--- config.mk ---
export PLATFORM = sky130hd
export DESIGN_NAME = irq_acc_trap
export DESIGN_NICKNAME = d
export VERILOG_FILES = /design/src/rtl/irq_acc_pkg.sv /design/src/rtl/irq_acc_gate.sv /design/src/rtl/irq_acc_level.sv /design/src/rtl/irq_acc_fold.sv /design/src/rtl/irq_acc_trap.sv
export SDC_FILE = /design/constraint.sdc
export NUM_CORES = 1
export LEC_CHECK = 0
export BUFFER_PORTS_ARGS = -buffer_cell sky130_fd_sc_hd__buf_2
export CAP_MARGIN = 5
export CORE_AREA = 3 3 40 42
export DETAILED_ROUTE_END_ITERATION = 10
export DIE_AREA = 0 0 43 45
export GPL_TIMING_DRIVEN = 0
export SETUP_SLACK_MARGIN = 0.15
export SLEW_MARGIN = 20
export SYNTH_ARGS = -nofsm -noshare
export SYNTH_HDL_FRONTEND = slang
export SYNTH_SLANG_ARGS = --single-unit
--- constraint.sdc ---
create_clock -name vclk -period 0.8
set_clock_uncertainty 0.05 [all_clocks]
set_input_delay 0.04 -clock vclk [all_inputs]
set_output_delay 0.04 -clock vclk [all_outputs]
set_load 0.1 [all_outputs]
--- src/rtl/irq_acc_pkg.sv ---
package irq_acc_pkg;
  // number of interrupt lines a register class can name (IRQ, FIQ)
  localparam int LINE_N = 2;
  localparam int EL_W   = 2;
  localparam int VERD_W = 2;

  typedef enum logic [VERD_W-1:0] {
    VERD_OK       = 2'd0,
    VERD_TRAP     = 2'd1,
    VERD_TRAP_EL3 = 2'd2
  } verdict_e;

  localparam logic [EL_W-1:0] LVL_0 = 2'd0;
  localparam logic [EL_W-1:0] LVL_1 = 2'd1;
  localparam logic [EL_W-1:0] LVL_2 = 2'd2;
  localparam logic [EL_W-1:0] LVL_3 = 2'd3;
endpackage

--- src/rtl/irq_acc_gate.sv ---
module irq_acc_gate
  import irq_acc_pkg::*;
#(
  parameter int LINES = LINE_N
) (
  input  logic [LINES-1:0] cls,
  input  logic [LINES-1:0] scr_route,
  output logic             applies
);
  logic [LINES-1:0] covered;

  // a line is covered when the class does not name it or its routing bit is set
  for (genvar g = 0; g < LINES; g++) begin : g_line
    assign covered[g] = !cls[g] || scr_route[g];
  end

  assign applies = (|cls) && (&covered);
endmodule

--- src/rtl/irq_acc_level.sv ---
module irq_acc_level
  import irq_acc_pkg::*;
#(
  parameter int LINES = LINE_N
) (
  input  logic             applies,
  input  logic [LINES-1:0] cls,
  input  logic [EL_W-1:0]  cur_el,
  input  logic             sec_below_el3,
  input  logic [LINES-1:0] hcr_route,
  input  logic             cur_aa64,
  input  logic             el3_or_mon,
  output logic             wants_el3
);
  logic hyp_none;

  assign hyp_none = ~|(hcr_route & cls);

  always_comb begin
    wants_el3 = 1'b0;
    if (applies) begin
      unique case (cur_el)
        LVL_1:   wants_el3 = sec_below_el3 || hyp_none;
        LVL_2:   wants_el3 = 1'b1;
        LVL_3:   wants_el3 = !cur_aa64 && !el3_or_mon;
        default: wants_el3 = 1'b0;
      endcase
    end
  end

  always_comb begin
    if (applies && cur_el == LVL_2)
      assert_el2_trap_R6: assert (wants_el3) else $error("R6 EL2 not trapped");
    if (cur_el == LVL_0)
      assert_el0_quiet_R9: assert (!wants_el3) else $error("R9 EL0 trapped");
  end
endmodule

--- src/rtl/irq_acc_fold.sv ---
module irq_acc_fold
  import irq_acc_pkg::*;
(
  input  logic     wants_el3,
  input  logic     el3_aa64,
  output verdict_e verd
);
  always_comb begin
    if (!wants_el3)     verd = VERD_OK;
    else if (el3_aa64)  verd = VERD_TRAP_EL3;
    else                verd = VERD_TRAP;
  end
endmodule

--- src/rtl/irq_acc_trap.sv ---
module irq_acc_trap
  import irq_acc_pkg::*;
(
  input  logic [1:0] acc_class,
  input  logic [1:0] cur_el,
  input  logic       sec_below_el3,
  input  logic [1:0] scr_route,
  input  logic [1:0] hcr_route,
  input  logic       cur_aa64,
  input  logic       el3_or_mon,
  input  logic       el3_aa64,
  output logic [1:0] verdict
);
  logic     applies;
  logic     wants_el3;
  verdict_e verd;

  irq_acc_gate #(.LINES(LINE_N)) u_gate (
    .cls       (acc_class),
    .scr_route (scr_route),
    .applies   (applies)
  );

  irq_acc_level #(.LINES(LINE_N)) u_level (
    .applies       (applies),
    .cls           (acc_class),
    .cur_el        (cur_el),
    .sec_below_el3 (sec_below_el3),
    .hcr_route     (hcr_route),
    .cur_aa64      (cur_aa64),
    .el3_or_mon    (el3_or_mon),
    .wants_el3     (wants_el3)
  );

  irq_acc_fold u_fold (
    .wants_el3 (wants_el3),
    .el3_aa64  (el3_aa64),
    .verd      (verd)
  );

  assign verdict = verd;

  always_comb begin
    assert_code_legal_R1: assert (verdict != 2'd3) else $error("R1 code 3");
    if (acc_class == 2'b00)
      assert_no_class_ok_R2: assert (verdict == VERD_OK) else $error("R2 trap");
    if (!applies)
      assert_gate_ok_R3: assert (verdict == VERD_OK) else $error("R3 trap");
    if (!el3_aa64)
      assert_fold_plain_R8: assert (verdict != VERD_TRAP_EL3) else $error("R8 el3 code");
  end
endmodule

==> impl_metrics.ini, run 1 <==
[timing]
fmax_ghz = 0.983
final_hold_viol_count = 0
setup_slack_ns = -0.217
rsz0062_at_grt = yes
final_max_slew_viol_count = 0
setup-violations-final = 2
period_minus_slack_ns = 1.02
post-route-period-util_pct = 127
worst_pin_slew_ns = 0.453
slew_headroom_pct = 69.6

[critical_path]
crit_type = in2out
crit_path_start_kind = input pin
crit_required_ns = 0.71
arrival_ns = 0.93
cp-end-kind = output pin
worstPathMaxFanout = 2

[synth]
yosys_warnings = 0
ys_types = 7
yosys-top-cells-count = inv_1, nor3_1
synthTopCellsByArea = o211ai_2, mux2_2, nor3_1, o221ai_1, a22oi_1
synth_nets = 21
synth_area_per_cell_um2 = 7.23
netlist_area_um2 = 65.1
synth_area_leader_cell = o211ai_2
seq_area_frac_synth_pct = 0
yosysTopAreaCellShare_pct = 19.2
postSynthCellCount = 9

[place]
postPlaceCellArea_um2 = 183
gp_congestion = 0.625
numPortBuffers = 14

[power_and_ir_drop]
power_frac_comb_pct = 100.0
seqPwrFrac_pct = 0
ir_worst_vdd_mv = 0.0745
switching_share_pct = 56.7
leakagePower_nw = 0.106
pwr_density_cell_nw_per_um2 = 678
clkPwrFrac_pct = 0
internal_power_mw = 0.0734
power.total_mw = 0.170
switching_power_mw = 0.0963

[floorplan]
fp-row-count = 13
ioPinCount = 14
die_area_um2 = 1940
start_util_pct = 5.06
dieHeight_um = 45
die_w_um = 43
core_area_um2 = 1280

[job]
cap_viol_max_count = 0

[grt]
grt_pass1_vias = 158
grt_use_total_pct = 4.48
grt_max_degree = 4
grt_pass1_wl_um = 683
antenna_found_initial = 0
grt-ovfl-total = 0

[layout]
stdcell_area_um2 = 250
final-seq-area_um2 = 0
antenna_cells = 0
multi_input_area_um2 = 111
drive_above_1_share_pct = 87.0
final_core_util_pct = 19.5
areaGrowthSynthToFinish_pct = 285
n_clock_buffer = 0
n_fill_cell = 141
seq_cells = 0
nets = 37

[route]
drt_iter0_drc = 0
dr.pass1.iters = 1
ant_nets = 0
wl_per_cell_um = 10.5
drt-total-wl_um = 398
vias = 138
drc = 0
via_per_inst = 3.63

[status]
violations = setup timing
status = finished, violations left

[hold_path]
worst_hold_path.endpoint = verdict[0]
min_path_cells = 3
min_from = el3_aa64
min_path_type = in2out

[cts]
hold_buffers = 0
cts_setup_buffers = 0
==> critical path, cell delays in order <==
cell      delay, ns
buf_6          0.10
o211ai_4       0.19
o221ai_4       0.16
nor3_4         0.24
buf_12         0.20
==> power groups by stage <==
stage	registers, mW	logic, mW	clock network [mW]
global placement	0	0.123	0
floorplan	0	0.0793	0
CTS	0	0.168	0
finish	0	0.170	0
detailed placement	0	0.124	0
global route	0	0.179	0
==> metal layers <==
layer  vias to the layer above  global-route usage (%)  wire, µm
met5                         -                       0         0
met4                         0                       0         0
met3                         0                    1.99        73
met2                        11                    10.2       240
met1                        61                    3.58        85
li1                         66                       -         -
==> cell families after synthesis <==
family	synth area share, %
compound gates	55.8
mux	17.3
simple gates	15.4
buf+inv	11.5
==> stage by stage <==
step / hold WS [ns] / worst slack [ns] / std cells / setup TNS, ns
global placement: 0.465 / -0.424 / 38 / -0.846
floorplan: 0.137 / -0.463 / 9 / -0.925
finish: 0.350 / -0.217 / 38 / -0.423
detailed placement: 0.467 / -0.434 / 38 / -0.864
CTS: 0.351 / -0.194 / 38 / -0.387
global route: 0.371 / -0.258 / 38 / -0.515
==> cells in the final DEF (no fill, tap or decap) <==
cell type  Yosys  final
mux2_2         1      1
o221ai_4       0      1
nor3_4         0      2
buf_2          0     10
a22oi_1        1      1
o31ai_2        0      1
buf_12         0      2
o211ai_4       0      1
inv_1          2      2
buf_6          0      2
==> layout make-up <==
cell class | instances | share of cell area, %
Timing Repair Buffer | 14 | 45.0
Tap cell | 15 | 7.50
Multi-Input combinational cell | 7 | 44.5
Inverter | 2 | 3.00
==> worst max path at each step <==
stage	from	endpoint	slack (ns)	cells after the start
after floorplan	el3_or_mon	verdict[0]	-0.46	3
after global placement	acc_class[1]	verdict[0]	-0.42	5
after detailed placement	acc_class[1]	verdict[0]	-0.43	5
after CTS	cur_aa64	verdict[0]	-0.19	5
after global routing	cur_aa64	verdict[1]	-0.26	5
final	cur_aa64	verdict[1]	-0.22	5
==> timing repair <==
action / CTS / global route
resized for setup: 13 / 0
endpoints found under the setup margin: 2 / 2
pin swaps: 3 / 1
No activity file was read; power rests on OpenSTA's default activity.
==> inputs of run 2 (changes only) <==
--- a/config.mk
+++ b/config.mk
@@ -7,10 +7,11 @@
 export LEC_CHECK = 0
 export BUFFER_PORTS_ARGS = -buffer_cell sky130_fd_sc_hd__buf_2
 export CAP_MARGIN = 5
-export CORE_AREA = 3 3 40 42
+export CORE_AREA = 2 2 39 41
 export DETAILED_ROUTE_END_ITERATION = 10
-export DIE_AREA = 0 0 43 45
+export DIE_AREA = 0 0 41 43
 export GPL_TIMING_DRIVEN = 0
+export MAX_ROUTING_LAYER = met4
 export SETUP_SLACK_MARGIN = 0.15
 export SLEW_MARGIN = 20
 export SYNTH_ARGS = -nofsm -noshare
==> run 2 against run 1 <==
  * Non-clock buffer count stayed put
  * Wire length is 24% lower
  * Count of clock-buffer cells in the layout stayed put
  * Fmax is 2.0% higher
  * Worst hold slack worse by 0.0018 ns
  * Sequential cell count stayed put
  * The flow still finishes with violations (setup timing)
  * Die area is 8.9% lower
  * Final cell count is 2.6% higher
  * Setup slack better by 0.020 ns
  * Critical path depth stayed put
==> impl_metrics.ini, run 2 (synthesis results as in run 1) <==
[critical_path]
worst_path_max_delay_cell = nor3_4
path_cells = buf_6 -> o211ai_4 -> o221ai_4 -> nor3_4 -> buf_12
crit_type = in2out
path_delay_family = compound AO/OA/AOI/OAI gates
crit_required_ns = 0.71
worstPathMaxFanout = 2
crit_path_start_kind = input pin
critPathBufInv = 2
slowest_delay_ns = 0.24
arrival_ns = 0.91
cp-end-kind = output pin

[route]
drt_iter0_drc = 1
via_per_inst = 3.51
drt-total-wl_um = 301
dr.pass1.iters = 2
ant_nets = 0
wl_per_cell_um = 7.72
vias = 137
drc = 0

[layout]
seq_cells = 0
antenna_cells = 0
n_fill_cell = 154
mostFrequentLayoutCells = buf_2, inv_1, nor3_4, buf_6, buf_12
areaGrowthSynthToFinish_pct = 287
drive_above_1_share_pct = 87.0
final-seq-area_um2 = 0
nets = 37
final_common_cell = buf_2
n_clock_buffer = 0
final_core_util_pct = 18.2

[power_and_ir_drop]
ir_worst_vdd_mv = 0.107
pwr_density_cell_nw_per_um2 = 664
switching_power_mw = 0.0936
clkPwrFrac_pct = 0
leakagePower_nw = 0.106
internal_power_mw = 0.0734
seqPwrFrac_pct = 0
switching_share_pct = 56.1
power_frac_comb_pct = 100.0

[timing]
setup_slack_ns = -0.197
period_minus_slack_ns = 0.997
post-route-period-util_pct = 125
final_max_slew_viol_count = 0
slew_headroom_pct = 69.7
hold_ws_ns = 0.348
fmax_ghz = 1.00
rsz0062_at_grt = yes
setup-violations-final = 2
worst_pin_slew_ns = 0.451
final_hold_viol_count = 0

[cts]
cts_setup_buffers = 0
hold_buffers = 0

[job]
cap_viol_max_count = 0

[floorplan]
fp-row-count = 14
dieHeight_um = 43
die_area_um2 = 1760
core_area_um2 = 1380
die_w_um = 41
ioPinCount = 14
start_util_pct = 4.70

[status]
violations = setup timing
status = finished, violations left

[grt]
grt_pass1_vias = 126
antenna_found_initial = 0
grt_use_total_pct = 2.87
grt_pass1_wl_um = 379
grt_max_degree = 4
grt-ovfl-total = 0

[place]
gp_congestion = 0.415
numPortBuffers = 14
dp_hpwl_um = 262

[hold_path]
min_path_type = in2out
run 2: cell counts in the layout (fill, tap and decap cells not counted):
No cell type changed its count.
run 2: layout make-up:
| class | instances | area (µm²) | share of cell area [%] |
|---|---|---|---|
| Inverter | 2 | 7.51 | 2.99 |
| Multi-Input combinational cell | 7 | 111 | 44.3 |
| Tap cell | 16 | 20.0 | 7.96 |
| Timing Repair Buffer | 14 | 113 | 44.8 |
run 2: worst paths after layout:
| kind | startpoint | to | slack, ns | depth (start not counted) |
|---|---|---|---|---|
| setup / recovery | cur_aa64 | verdict[0] | -0.20 | 5 |
| hold / removal | el3_aa64 | verdict[0] | 0.35 | 3 |
run 2: worst min-delay path, cell delays in order:
cell	delay [ns]
buf_2	0.11
nor3_4	0.05
buf_12	0.15
run 2: power groups by stage:
stage	sequential, mW	clock, mW	combinational (mW)
2_1_floorplan	0	0	0.0793
3_3_place_gp	0	0	0.123
3_5_place_dp	0	0	0.125
4_1_cts	0	0	0.160
5_1_grt	0	0	0.178
6_report	0	0	0.167
run 2: per-stage QoR:
step                setup WS [ns]  instance area, µm²  TNS, ns  std cells  power [mW]
finish                     -0.197                 251   -0.384         39       0.167
global route               -0.233                 251   -0.464         39       0.178
CTS                        -0.200                 236   -0.386         39       0.160
detailed placement         -0.430                 184   -0.849         39       0.125
global placement           -0.420                 184   -0.838         39       0.123
floorplan                  -0.463                93.8   -0.925          9      0.0793
run 2: repair_timing:
item,4_1_cts,5_1_grt
gates resized for setup,11,2
endpoints found under the setup margin,2,2
pin swaps,3,1
run 2: per-layer routing:
layer	global-route usage, %	vias to the layer above	wire (µm)
met5	-	-	0
met4	0	0	0
met3	0	0	57
met2	6.88	11	170
met1	1.90	60	74
li1	-	66	-
